==> src/rtl/chs_pkg.sv <==
package chs_pkg;

   // Largest number of channels any frame format may carry.
   parameter int unsigned CHS_MAX_CH = 32;
   localparam int unsigned CHS_CH_W = $clog2(CHS_MAX_CH);

   // Selects which mask a write lands in.
   typedef enum logic {
      MASK_BLK = 1'b0,
      MASK_CLK = 1'b1
   } mask_sel_e;

   // Decoded view of one bit position.
   typedef struct packed {
      logic                fbit;
      logic                lsb;
      logic [CHS_CH_W-1:0] ch;
   } slot_t;

endpackage

==> src/rtl/chs_pos_counter.sv <==
module chs_pos_counter #(
   parameter int unsigned T1_CH   = 24,
   parameter int unsigned E1_CH   = 32,
   parameter int unsigned CH_BITS = 8,
   parameter int unsigned POS_W   = 8
) (
   input  logic             clk,
   input  logic             rst_n,
   input  logic             e1_mode,
   input  logic             fsync,
   output logic [POS_W-1:0] pos_q,
   output logic [POS_W-1:0] pos_nxt,
   output logic             e1_q
);

   localparam int unsigned T1_LAST = T1_CH * CH_BITS;
   localparam int unsigned E1_LAST = E1_CH * CH_BITS - 1;

   if (E1_LAST >= (1 << POS_W)) begin : g_bad_pos_w
      $error("chs_pos_counter: POS_W too narrow for the E1 frame");
   end

   logic [POS_W-1:0] last_pos;

   always_comb begin
      last_pos = e1_mode ? POS_W'(E1_LAST) : POS_W'(T1_LAST);
      if (fsync || (pos_q >= last_pos)) begin
         pos_nxt = '0;
      end else begin
         pos_nxt = pos_q + 1'b1;
      end
   end

   always_ff @(posedge clk or negedge rst_n) begin
      if (!rst_n) begin
         pos_q <= '0;
         e1_q  <= 1'b0;
      end else begin
         pos_q <= pos_nxt;
         e1_q  <= e1_mode;
      end
   end


   fsync_zero_chk: assert property (@(posedge clk) disable iff (!rst_n)
      fsync |=> (pos_q == '0));


   t1_range_chk: assert property (@(posedge clk) disable iff (!rst_n)
      (!e1_q && $stable(e1_q)) |-> (pos_q <= POS_W'(T1_LAST)));

endmodule

==> src/rtl/chs_slot_decode.sv <==
module chs_slot_decode #(
   parameter int unsigned CH_BITS = 8,
   parameter int unsigned POS_W   = 8
) (
   input  logic              e1_mode,
   input  logic [POS_W-1:0]  pos,
   output chs_pkg::slot_t    slot
);

   localparam int unsigned BIT_W = $clog2(CH_BITS);
   localparam int unsigned CH_W  = chs_pkg::CHS_CH_W;

   if ((CH_BITS & (CH_BITS - 1)) != 0) begin : g_bad_bits
      $error("chs_slot_decode: CH_BITS must be a power of two");
   end
   if (BIT_W + CH_W > POS_W) begin : g_bad_split
      $error("chs_slot_decode: position too narrow for channel split");
   end

   logic [POS_W-1:0] off;

   always_comb begin
      // T1 channels start one bit after the framing bit.
      off       = e1_mode ? pos : (pos - 1'b1);
      slot.fbit = !e1_mode && (pos == '0);
      slot.ch   = off[BIT_W +: CH_W];
      slot.lsb  = !slot.fbit && (off[BIT_W-1:0] == BIT_W'(CH_BITS - 1));
   end

endmodule

==> src/rtl/chs_mask_bank.sv <==
module chs_mask_bank #(
   parameter int unsigned NCH  = 32,
   parameter int unsigned CH_W = 5
) (
   input  logic            clk,
   input  logic            rst_n,
   input  logic            wr_en,
   input  logic            wr_sel,
   input  logic [CH_W-1:0] wr_ch,
   input  logic            wr_dat,
   input  logic [CH_W-1:0] rd_ch,
   output logic            blk_bit,
   output logic            clk_bit
);

   import chs_pkg::*;

   if (NCH > (1 << CH_W)) begin : g_bad_nch
      $error("chs_mask_bank: NCH exceeds channel index range");
   end

   logic [NCH-1:0] blk_m;
   logic [NCH-1:0] clk_m;

   for (genvar c = 0; c < NCH; c++) begin : g_ch
      logic b_q;
      logic e_q;
      always_ff @(posedge clk or negedge rst_n) begin
         if (!rst_n) begin
            b_q <= 1'b0;
            e_q <= 1'b0;
         end else if (wr_en && (wr_ch == CH_W'(c))) begin
            if (mask_sel_e'(wr_sel) == MASK_BLK) begin
               b_q <= wr_dat;
            end else begin
               e_q <= wr_dat;
            end
         end
      end
      assign blk_m[c] = b_q;
      assign clk_m[c] = e_q;
   end

   always_comb begin
      if (int'(rd_ch) < int'(NCH)) begin
         blk_bit = blk_m[rd_ch];
         clk_bit = clk_m[rd_ch];
      end else begin
         blk_bit = 1'b0;
         clk_bit = 1'b0;
      end
   end


   blk_write_chk: assert property (@(posedge clk) disable iff (!rst_n)
      (wr_en && (wr_sel == MASK_BLK) && (int'(wr_ch) < int'(NCH)))
      |=> (blk_m[$past(wr_ch)] == $past(wr_dat)));


   clk_write_chk: assert property (@(posedge clk) disable iff (!rst_n)
      (wr_en && (wr_sel == MASK_CLK) && (int'(wr_ch) < int'(NCH)))
      |=> (clk_m[$past(wr_ch)] == $past(wr_dat)));

endmodule

==> src/rtl/chs_out_stage.sv <==
module chs_out_stage (
   input  logic           clk,
   input  logic           rst_n,
   input  logic           gap_mode,
   input  logic           fbit_en,
   input  logic           e1_mode,
   input  chs_pkg::slot_t slot,
   input  logic           blk_bit,
   input  logic           clk_bit,
   output logic           blk_out,
   output logic           chclk_out
);

   logic blk_q;
   logic lsb_q;
   logic mode_q;
   logic gate_q;

   // Levels for the bit that starts at this edge.
   always_ff @(posedge clk or negedge rst_n) begin
      if (!rst_n) begin
         blk_q  <= 1'b0;
         lsb_q  <= 1'b0;
         mode_q <= 1'b0;
      end else begin
         blk_q  <= slot.fbit ? 1'b0 : blk_bit;
         lsb_q  <= slot.lsb;
         mode_q <= gap_mode;
      end
   end

   // Clock gate enable moves only while clk is low: no runt pulses.
   always_ff @(negedge clk or negedge rst_n) begin
      if (!rst_n) begin
         gate_q <= 1'b0;
      end else begin
         gate_q <= slot.fbit ? fbit_en : clk_bit;
      end
   end

   assign blk_out   = blk_q;
   assign chclk_out = mode_q ? (clk & gate_q) : lsb_q;


   lsb_single_chk: assert property (@(posedge clk) disable iff (!rst_n)
      lsb_q |=> (!lsb_q || !$stable(e1_mode)));

endmodule

==> src/rtl/chs_strobe_gen.sv <==
module chs_strobe_gen #(
   parameter int unsigned T1_CH   = 24,
   parameter int unsigned E1_CH   = 32,
   parameter int unsigned CH_BITS = 8,
   localparam int unsigned CH_W   = chs_pkg::CHS_CH_W,
   localparam int unsigned POS_W  = $clog2(E1_CH * CH_BITS)
) (
   input  logic            clk,
   input  logic            rst_n,
   input  logic            e1_mode,
   input  logic            fsync,
   input  logic            gap_mode,
   input  logic            fbit_en,
   input  logic            wr_en,
   input  logic            wr_sel,
   input  logic [CH_W-1:0] wr_ch,
   input  logic            wr_dat,
   output logic            blk_out,
   output logic            chclk_out
);

   if (E1_CH > chs_pkg::CHS_MAX_CH) begin : g_bad_e1
      $error("chs_strobe_gen: E1_CH exceeds package channel limit");
   end
   if (T1_CH > E1_CH) begin : g_bad_t1
      $error("chs_strobe_gen: T1_CH must not exceed E1_CH");
   end

   logic [POS_W-1:0] pos_q;
   logic [POS_W-1:0] pos_nxt;
   logic             e1_q;
   chs_pkg::slot_t   slot_nxt;
   logic             blk_bit;
   logic             clk_bit;

   chs_pos_counter #(
      .T1_CH   (T1_CH),
      .E1_CH   (E1_CH),
      .CH_BITS (CH_BITS),
      .POS_W   (POS_W)
   ) u_cnt (
      .clk     (clk),
      .rst_n   (rst_n),
      .e1_mode (e1_mode),
      .fsync   (fsync),
      .pos_q   (pos_q),
      .pos_nxt (pos_nxt),
      .e1_q    (e1_q)
   );

   chs_slot_decode #(
      .CH_BITS (CH_BITS),
      .POS_W   (POS_W)
   ) u_dec (
      .e1_mode (e1_mode),
      .pos     (pos_nxt),
      .slot    (slot_nxt)
   );

   chs_mask_bank #(
      .NCH  (E1_CH),
      .CH_W (CH_W)
   ) u_mask (
      .clk     (clk),
      .rst_n   (rst_n),
      .wr_en   (wr_en),
      .wr_sel  (wr_sel),
      .wr_ch   (wr_ch),
      .wr_dat  (wr_dat),
      .rd_ch   (slot_nxt.ch),
      .blk_bit (blk_bit),
      .clk_bit (clk_bit)
   );

   chs_out_stage u_out (
      .clk       (clk),
      .rst_n     (rst_n),
      .gap_mode  (gap_mode),
      .fbit_en   (fbit_en),
      .e1_mode   (e1_mode),
      .slot      (slot_nxt),
      .blk_bit   (blk_bit),
      .clk_bit   (clk_bit),
      .blk_out   (blk_out),
      .chclk_out (chclk_out)
   );


   fbit_blk_low_chk: assert property (@(posedge clk) disable iff (!rst_n)
      (!e1_q && (pos_q == '0)) |-> !blk_out);

endmodule

==> config.mk <==
export PLATFORM = sky130hd
export DESIGN_NAME = chs_strobe_gen
export DESIGN_NICKNAME = d
export VERILOG_FILES = /design/src/rtl/chs_pkg.sv /design/src/rtl/chs_pos_counter.sv /design/src/rtl/chs_slot_decode.sv /design/src/rtl/chs_mask_bank.sv /design/src/rtl/chs_out_stage.sv /design/src/rtl/chs_strobe_gen.sv
export SDC_FILE = /design/constraint.sdc
export NUM_CORES = 1
export LEC_CHECK = 0
export ABC_AREA = 0
export BUFFER_PORTS_ARGS = -buffer_cell sky130_fd_sc_hd__buf_4
export CAP_MARGIN = 20
export CORE_MARGIN = 1.5
export CORE_UTILIZATION = 55
export DETAILED_ROUTE_END_ITERATION = 10
export PLACE_DENSITY = 0.86
export SLEW_MARGIN = 10
export SYNTH_ARGS = -nofsm -noshare
export SYNTH_HDL_FRONTEND = slang
export SYNTH_SLANG_ARGS = --single-unit
==> constraint.sdc <==
create_clock -name clk -period 3.6 [get_ports clk]
set_input_delay 0.36 -clock clk [delete_from_list [all_inputs] [get_ports clk]]
set_output_delay 0.36 -clock clk [all_outputs]
set_load 0.05 [all_outputs]
==> reports/qor.yml, run 1 <==
setup_path:
  required_ns: 2.10
  rr_startpoint: "u_cnt.pos_q[5]"
  critPathMaxFanout: 8
  cp_slowest_cell: "dfrtp_1"
  cp-start-kind: "flop"
  critPathBufInv: 0
  critical_path_arrival_ns: 3.50
  end_kind: "flop"
  max_stage_delay_ns: 0.43
  critPathLaunch: "u_cnt.pos_q[5]"
  path_delay_family: "compound AO/OA/AOI/OAI gates"
  crit_path_cell_trace: "ha_4, a211oi_4, a2bb2oi_4, o21a_1, nand2_4, ha_4, nor2b_4, a32oi_4, a2bb2oi_4, nand2_4, mux2i_1, a211o_1, a31oi_1, a211oi_1"
  path_class: "flop to flop"
synth:
  async_reset_ff_frac: 1.00
  synth_area_um2: 4970
  ys_warn_count: 0
  yosys-top-cells-count: "dfrtp_1 (75), nand2_1 (72), mux2_2 (65)"
  synth_top_area_share: 0.378
  synth_cells: 520
  seq_area_frac_synth: 0.383
  synthTopCellsByArea: "dfrtp_1 (38%), mux2_2 (15%), nand2_1 (5.4%)"
  synth_nets: 542
  synth_cell_type_count: 72
  synth.most_common_cell: "dfrtp_1"
  synth_seq_cells: 76
  avgSynthCellArea_um2: 9.56
  synth_edf_count: 0
  synthFlopType: "dfrtp_1"
  yosysTopAreaCell: "dfrtp_1"
placement:
  place_area_um2: 5830
  hpwlAfterDp_um: 10000
  gp_congestion: 0.991
  port-buffer-count: 15
global_routing:
  antenna_found_initial: 0
  grt_max_degree: 76
  grt_pass1_wl_um: 23700
  grt.total_usage: 0.316
  gr-total-overflow: 0
  grt_pass1_vias: 4633
hold_path:
  hold_class: "primary input to async pin"
routing:
  drtIter0Drc: 459
  final_antenna_net_count: 0
  via_per_inst: 6.53
  first_pass_iters: 5
  route.detailed.drc: 0
  num_vias: 4652
  wirelength_um: 14300
  wire_per_inst_um: 20.1
floorplanning:
  ioPinCount: 16
  dieWidth_um: 98.1
  dieArea_um2: 9620
  core_um2: 8720
  fp-row-count: 34
  fp.dieH_um: 98.1
  initial_core_util: 0.570
power:
  p_leak_nw: 2.72
  peakVddDrop_mv: 0.343
  power_density_nw_per_um2: 595
timing:
  hold_viol: 0
  final-setup-viol-count: 2
  whs_ns: 0.125
  slew_headroom: 0.377
  clock_skew_ns: 0.00811
  rsz0062_at_grt: "true"
  tightest_slew_ns: 0.934
  finalSetupTns_ns: -1.51
  finalMaxSlewViolations: 0
  fin_ws_ns: -1.39
clock_tree:
  cts_tree: "built"
  insertion_delay_ns: 0.47
  path_clk_slew_ns: 0.10
finish:
  final_layout_size_suffix_gt1_frac: 0.373
  fin_area_um2: 6200
  diodes: 0
  regArea_um2: 1900
  multi_input_area_um2: 3140
  synthToLayoutAreaGrowth_pct: 24.7
  n_fill_cell: 614
  fin_util: 0.711
  finalNetCount: 621
outcome:
  run_status: "finished with violations"
  violations: "setup timing"
flow_run:
  cap_violations: 0
## sequential cells by signal, indices dropped and copies added (netlist names)
signal,count
u_out.blk_out,1
u_out.gate_q,1
u_cnt.pos_q,8
u_mask.g_ch.e_q,32
u_mask.g_ch.b_q,32
u_out.lsb_q,1
u_out.mode_q,1
## cell type report
| type | count | share of cell area |
|---|---|---|
| Inverter | 9 | 0.00606 |
| Sequential cell | 76 | 0.307 |
| Timing Repair Buffer | 92 | 0.113 |
| Clock buffer | 14 | 0.0301 |
| Multi-Input combinational cell | 407 | 0.507 |
| Tap cell | 108 | 0.0218 |
| Clock inverter | 6 | 0.0149 |
## timing repair
action	in CTS	in global routing
hold buffers	1	0
hold endpoints to repair	1	0
gates resized for setup	9	3
endpoints found under the setup margin	2	2
pin swaps	14	1
setup buffers	2	1
## power breakdown
group / total, W / switching [W] / internal, W
Clock: 0.000883 / 0.000390 / 0.000494
Sequential: 0.00108 / 0.000103 / 0.000981
Combinational: 0.00172 / 0.000896 / 0.000823
## stage by stage
stage | setup slack, ns | power, W | cells
final | -1.39 | 0.00369 | 712
after global routing | -1.58 | 0.00385 | 712
after CTS | -1.35 | 0.00363 | 711
after detailed placement | -1.71 | 0.00273 | 689
after global placement | -1.59 | 0.00268 | 689
after floorplan | -1.97 | 0.00210 | 520
## final timing paths
path / end / slack (ns) / cells after the start
worst max-delay path: u_out.gate_q / -1.39 / 14
worst min-delay path: u_mask.g_ch[11].e_q / 0.13 / 2
worst max register to register: u_out.gate_q / -1.39 / 14
worst min register to register: u_mask.g_ch[11].b_q / 0.51 / 1
max in group asynchronous: u_out.gate_q / 2.13 / 1
min in group clk: u_mask.g_ch[16].b_q / 0.38 / 4
## layout by cell type (no fill, tap or decap), types with 6 or more instances in the layout
| master | Yosys | layout |
|---|---|---|
| buf_4 | 0 | 90 |
| a211oi_1 | 8 | 7 |
| and3_1 | 8 | 8 |
| mux2i_1 | 14 | 14 |
| a21oi_1 | 12 | 11 |
| o22ai_1 | 13 | 12 |
| o221ai_1 | 8 | 8 |
| nor3_1 | 9 | 8 |
| nand3_1 | 13 | 12 |
| dfrtp_1 | 75 | 75 |
| clkbuf_8 | 0 | 13 |
| nand4_1 | 7 | 7 |
| nand2_1 | 72 | 70 |
| inv_1 | 8 | 6 |
| or2_2 | 8 | 7 |
| nor2_1 | 54 | 52 |
| a32oi_1 | 7 | 6 |
| mux2_2 | 65 | 65 |
## cells by family after synthesis
| family | after synthesis | synth area share |
|---|---|---|
| AND/OR/NAND/NOR | 203 | 0.194 |
| AO/OA/AOI/OAI | 104 | 0.161 |
| multiplexers | 81 | 0.183 |
| flip-flops | 76 | 0.383 |
| buffers and inverters | 37 | 0.0307 |
| XOR/XNOR | 11 | 0.0284 |
| adder cells (fa/ha/maj) | 8 | 0.0201 |
## per-layer routing
| metal | routed length (um) | global-route usage | vias up | share of wire |
|---|---|---|---|---|
| li1 | - | - | 2092 | - |
| met1 | 5770 | 0.417 | 2256 | 0.40 |
| met2 | 6860 | 0.501 | 256 | 0.48 |
| met3 | 1300 | 0.0723 | 48 | 0.090 |
| met4 | 417 | 0.138 | 0 | 0.029 |
| met5 | 0 | 0 | - | 0 |
Power figures use the tool's default switching activity.
==> run 2: changes to the inputs <==
CORE_UTILIZATION = 45   (was 55)
PLACE_DENSITY = 0.74   (was 0.86)
SLEW_MARGIN = 20   (was 10)
==> run 2 against run 1 <==
- the flow still finishes with violations (setup timing)
- sequential share of layout area down 0.22 points
- worst setup slack got worse by 0.050 ns
- via count fell by 1.9%
- clock power decreased by 5.2%
- power down 1.4%
- die area grew 22%
- final cell count up 4.5%
- non-clock buffer count is 1 lower
- critical path depth is the same
- sequential power is essentially flat
- worst hold slack improved by 0.030 ns
- first-iteration DRC count shrank 27%
- critical path type unchanged
- highest routed layer unchanged
==> reports/qor.yml, run 2 (same netlist as run 1, synthesis figures left out) <==
routing:
  first_pass_iters: 6  # was 5
  wirelength_um: 14500  # was 14300 um
  route.detailed.drc: 0  # unchanged
  num_vias: 4565  # was 4652
  via_per_inst: 6.14  # was 6.53
  final_antenna_net_count: 0  # unchanged
  drtIter0Drc: 336  # was 459
  wire_per_inst_um: 19.5  # was 20.1 um
finish:
  finalNetCount: 621  # unchanged
  final_layout_size_suffix_gt1_frac: 0.377  # was 0.373
  multi_input_area_um2: 3170  # was 3140 um2
  synthToLayoutAreaGrowth_pct: 25.6  # was 24.7%
  regArea_um2: 1900  # unchanged
  diodes: 0  # unchanged
  n_fill_cell: 918  # was 614
  mostFrequentLayoutCells: "buf_4 (89), dfrtp_1 (75), nand2_1 (70)"  # was buf_4 (90), dfrtp_1 (75), nand2_1 (70)
  layout_commonest_cell: "buf_4"  # unchanged
  instances_no_fill: 744  # was 712
  reg.largest.list: "u_mask.g_ch.b_q: 32 flops, u_mask.g_ch.e_q: 32 flops, u_cnt.pos_q: 8 flops"  # unchanged
power:
  p_leak_nw: 2.73  # was 2.72 nW
  peakVddDrop_mv: 0.296  # was 0.343 mV
  power_density_nw_per_um2: 582  # was 595 nW/um2
global_routing:
  grt_pass1_vias: 4403  # was 4633
  grt_pass1_wl_um: 23200  # was 23700 um
  grt_max_degree: 76  # unchanged
  antenna_found_initial: 0  # unchanged
  grt.total_usage: 0.260  # was 0.316
  gr-total-overflow: 0  # unchanged
setup_path:
  cp-start-kind: "flop"  # unchanged
  critPathMaxFanout: 5  # was 8
  required_ns: 2.27  # was 2.10 ns
  crit_path_cell_trace: "ha_4, a211oi_4, a2bb2oi_4, o21a_1, nand2_4, ha_4, nor2b_4, a32oi_4, a2bb2oi_4, nand2_4, or3_1, o311ai_1, nand4_1, a211oi_1"  # was ha_4, a211oi_4, a2bb2oi_4, o21a_1, nand2_4, ha_4, nor2b_4, a32oi_4, a2bb2oi_4, nand2_4, mux2i_1, a211o_1, a31oi_1, a211oi_1
  end_kind: "flop"  # unchanged
  cp_slowest_cell: "dfrtp_1"  # unchanged
  critical_path_arrival_ns: 3.72  # was 3.50 ns
  path_class: "flop to flop"  # unchanged
  max_stage_delay_ns: 0.44  # was 0.43 ns
hold_path:
  hold_class: "primary input to async pin"  # unchanged
clock_tree:
  cts_tree: "built"  # unchanged
  path_clk_slew_ns: 0.10  # about the same
  insertion_delay_ns: 0.47  # about the same
floorplanning:
  fp-row-count: 38  # was 34
  ioPinCount: 16  # unchanged
  core_um2: 10800  # was 8720 um2
  dieArea_um2: 11700  # was 9620 um2
  fp.dieH_um: 108  # was 98.1 um
  initial_core_util: 0.461  # was 0.570
  dieWidth_um: 108  # was 98.1 um
timing:
  hold_viol: 0  # unchanged
  slew_headroom: 0.360  # was 0.377
  fin_ws_ns: -1.44  # was -1.39 ns
  finalSetupTns_ns: -1.53  # was -1.51 ns
  final-setup-viol-count: 2  # unchanged
  whs_ns: 0.155  # was 0.125 ns
  tightest_slew_ns: 0.960  # was 0.934 ns
  clock_skew_ns: 0.00825  # was 0.00811 ns
  rsz0062_at_grt: "true"  # unchanged
  finalMaxSlewViolations: 0  # unchanged
outcome:
  run_status: "finished with violations"  # unchanged
  violations: "setup timing"  # unchanged
placement:
  port-buffer-count: 15  # unchanged
  gp_congestion: 0.922  # was 0.991
  dp_cells: 717  # was 689
  hpwlAfterDp_um: 10300  # was 10000 um
flow_run:
  cap_violations: 0  # unchanged
==> run 2: stage by stage <==
| step | utilization | total power (W) | cell area, um2 | setup WS, ns |
|---|---|---|---|---|
| 2_1_floorplan | - | 0.00210 | 5210 | -1.97 |
| 3_3_place_gp | 0.541 | 0.00266 | 5840 | -1.59 |
| 3_5_place_dp | 0.541 | 0.00270 | 5840 | -1.74 |
| 4_1_cts | 0.573 | 0.00358 | 6190 | -1.39 |
| 5_1_grt | 0.578 | 0.00382 | 6240 | -1.58 |
| 6_report | 0.578 | 0.00364 | 6240 | -1.44 |
==> run 2: timing repair <==
item	CTS	global route
gates resized for setup	8	8
endpoints found under the setup margin	2	2
pin swaps	14	4
cloned	1	0
hold buffers	1	0
setup buffers	4	4
hold endpoints to repair	1	0
==> run 2: final timing paths <==
path / start / to / slack (ns) / depth (start not counted)
max: u_cnt.pos_q[5] / u_out.gate_q / -1.44 / 14
min: rst_n / u_mask.g_ch[22].b_q / 0.16 / 2
max reg2reg: u_cnt.pos_q[5] / u_out.gate_q / -1.44 / 14
min reg2reg: u_mask.g_ch[16].b_q / u_mask.g_ch[16].b_q / 0.51 / 1
max in group asynchronous: rst_n / u_out.gate_q / 2.10 / 1
min in group clk: wr_ch[3] / u_mask.g_ch[0].e_q / 0.39 / 4
==> run 2: area by class of cell <==
type                    count  share of cell area
inverters                   9             0.00601
well taps                 140              0.0281
clock inverters             7              0.0140
repair buffers             91               0.111
clock buffers              13              0.0277
multi-input cells         408               0.509
flip-flops and latches     76               0.305
==> run 2: critical path, delay by kind of cell, from the launching register on <==
kind                       cells  cell delay, ns
AOI/OAI and AO/OA              7            1.53
and+or+nand+nor                5            0.84
DFF                            1            0.44
adders and majority gates      2            0.42
==> run 2: power by group <==
part | internal [W] | switching (W) | total (W)
clock network | 0.000418 | 0.000419 | 0.000837
registers | 0.000981 | 0.0000991 | 0.00108
logic | 0.000818 | 0.000900 | 0.00172
==> run 2: metal layers <==
layer | GRT usage | share of wire | vias to the layer above
li1 | - | - | 2074
met1 | 0.353 | 0.44 | 2264
met2 | 0.412 | 0.48 | 194
met3 | 0.0530 | 0.063 | 33
met4 | 0.0940 | 0.018 | 0
met5 | 0 | 0 | -
==> run 3: changes to the inputs <==
PLACE_DENSITY = 0.72   (was 0.74)
clock period = 6 ns   (was 3.6 ns; I/O delays follow)
==> run 3 against run 2 <==
- the run still ends with setup timing left
- routed wire length shrank 2.8%
- first-iteration DRC count grew 8.9%
- worst hold slack lost 0.076 ns
- sequential power shrank 40%
- clock skew grew 0.0035 ns
- combinational power shrank 43%
- sequential share of layout area grew 0.76 points
- non-clock buffer count shrank 20
- design area shrank 2.4%
- largest cell class unchanged
==> reports/qor.yml, run 3 (same netlist as run 1, synthesis figures left out) <==
power:
  peakVddDrop_mv: 0.247  # was 0.296 mV
  power_density_nw_per_um2: 343  # was 582 nW/um2
  p_leak_nw: 2.62  # was 2.73 nW
global_routing:
  grt_max_degree: 65  # was 76
  gr-total-overflow: 0  # unchanged
  grt_pass1_wl_um: 22900  # was 23200 um
  grt.total_usage: 0.257  # was 0.260
  grt_pass1_vias: 4554  # was 4403
  antenna_found_initial: 0  # unchanged
finish:
  layout_commonest_cell: "dfrtp_1"  # was buf_4
  synthToLayoutAreaGrowth_pct: 22.5  # was 25.6%
  diodes: 0  # unchanged
  final_layout_size_suffix_gt1_frac: 0.364  # was 0.377
  multi_input_area_um2: 3190  # was 3170 um2
  mostFrequentLayoutCells: "dfrtp_1 (75), nand2_1 (69), buf_4 (69)"  # was buf_4 (89), dfrtp_1 (75), nand2_1 (70)
  instances_no_fill: 723  # was 744
  fin_area_um2: 6090  # was 6240 um2
  reg.largest.list: "u_mask.g_ch.b_q: 32 flops, u_mask.g_ch.e_q: 32 flops, u_cnt.pos_q: 8 flops"  # unchanged
  regArea_um2: 1900  # unchanged
  n_fill_cell: 953  # was 918
  finalNetCount: 601  # was 621
setup_path:
  path_class: "primary input to flop"  # was flop to flop
  rr_startpoint: "u_cnt.pos_q[5]"  # unchanged
  critPathMaxFanout: 5  # unchanged
  cp-start-kind: "primary input"  # was flop
  critical_path_arrival_ns: 3.59  # was 3.72 ns
  critPathLaunch: "e1_mode"  # was u_cnt.pos_q[5]
  required_ns: 3.29  # was 2.27 ns
  end_kind: "flop"  # unchanged
timing:
  final-setup-viol-count: 1  # was 2
  tightest_slew_ns: 0.834  # was 0.960 ns
  whs_ns: 0.0794  # was 0.155 ns
  slew_headroom: 0.442  # was 0.360
  rsz0062_at_grt: "true"  # unchanged
  hold_viol: 0  # unchanged
  clock_skew_ns: 0.0118  # was 0.00825 ns
  finalMaxSlewViolations: 0  # unchanged
  fin_ws_ns: -0.300  # was -1.44 ns
outcome:
  run_status: "finished with violations"  # unchanged
  violations: "setup timing"  # unchanged
placement:
  port-buffer-count: 15  # unchanged
  gp_congestion: 1.01  # was 0.922
  hpwlAfterDp_um: 10100  # was 10300 um
  place_area_um2: 5670  # was 5840 um2
  dp_cells: 693  # was 717
clock_tree:
  hold_buffers: 0  # was 1
  path_clk_slew_ns: 0.08  # was 0.10 ns
  insertion_delay_ns: 0.47  # about the same
  cts_tree: "built"  # unchanged
floorplanning:
  ioPinCount: 16  # unchanged
  fp-row-count: 38  # unchanged
  dieWidth_um: 108  # unchanged
  core_um2: 10800  # unchanged
  fp.dieH_um: 108  # unchanged
  initial_core_util: 0.461  # unchanged
  dieArea_um2: 11700  # unchanged
routing:
  final_antenna_net_count: 0  # unchanged
  via_per_inst: 6.19  # was 6.14
  wire_per_inst_um: 19.5  # about the same
  route.detailed.drc: 0  # unchanged
  drtIter0Drc: 366  # was 336
  num_vias: 4477  # was 4565
  first_pass_iters: 5  # was 6
  wirelength_um: 14100  # was 14500 um
flow_run:
  cap_violations: 0  # unchanged
hold_path:
  hold_class: "primary input to async pin"  # unchanged
run 3: cell types whose count changed in the layout (fill, tap and decap cells not counted), sizes merged:
cell and change:
buf -19, clkbuf +1, clkinv +3, dlygate4sd3 -1
inv -5
run 3: routing by layer:
layer / GRT usage / up-vias / part of all wire
li1: - / 2030 / -
met5: 0 / - / 0
met3: 0.0717 / 34 / 0.066
met2: 0.416 / 173 / 0.48
met1: 0.324 / 2240 / 0.43
met4: 0.103 / 0 / 0.024
run 3: worst max-delay path: stages:
cell	delay, ns
buf_6	0.08
clkinvlp_4	0.14
buf_12	0.16
ha_4	0.23
a21o_1	0.17
a31oi_4	0.21
o21a_1	0.23
nand2_4	0.07
ha_4	0.18
nor2b_4	0.13
a32oi_4	0.35
a2bb2oi_4	0.24
nand2_4	0.10
mux2i_1	0.13
a211o_1	0.31
a31oi_1	0.20
a211oi_2	0.05
run 3: path summary, 6_finish.rpt:
kind	end	slack [ns]	cells after the start
hold / removal	u_mask.g_ch[27].b_q	0.08	1
setup reg to reg	u_out.gate_q	-0.29	14
hold reg to reg	u_mask.g_ch[25].b_q	0.51	1
setup / recovery	u_out.gate_q	-0.30	17
max in group asynchronous	u_out.gate_q	2.68	1
min in group clk	u_out.mode_q	0.25	1
run 3: what timing repair did:
action / CTS / global route
endpoints found under the setup margin: 1 / 1
buffers inserted: 9 / 2
hold endpoints to repair: 0 / 0
cloned: 1 / 0
resized for setup: 18 / 3
pin swaps: 20 / 4
run 3: power by group:
group,switching (W),total (W),internal [W]
logic,0.000530,0.000986,0.000456
clock network,0.000215,0.000451,0.000236
registers,0.0000610,0.000650,0.000589
run 3: final cells by class:
cell class | instances | share of cell area
clock inverter | 5 | 0.00883
inverter | 9 | 0.00616
tap | 140 | 0.0288
timing repair buffer | 71 | 0.0908
sequential | 76 | 0.312
clock buffer | 14 | 0.0290
multi-input combinational | 408 | 0.524
run 3: per-stage QoR:
step	power, W	utilization	TNS [ns]	setup WS (ns)
3_3_place_gp	0.00154	0.525	-0.666	-0.666
3_5_place_dp	0.00156	0.525	-0.812	-0.812
2_1_floorplan	0.00126	-	-1.01	-1.01
4_1_cts	0.00207	0.562	-0.170	-0.170
5_1_grt	0.00220	0.564	-0.416	-0.416
6_report	0.00209	0.564	-0.300	-0.300
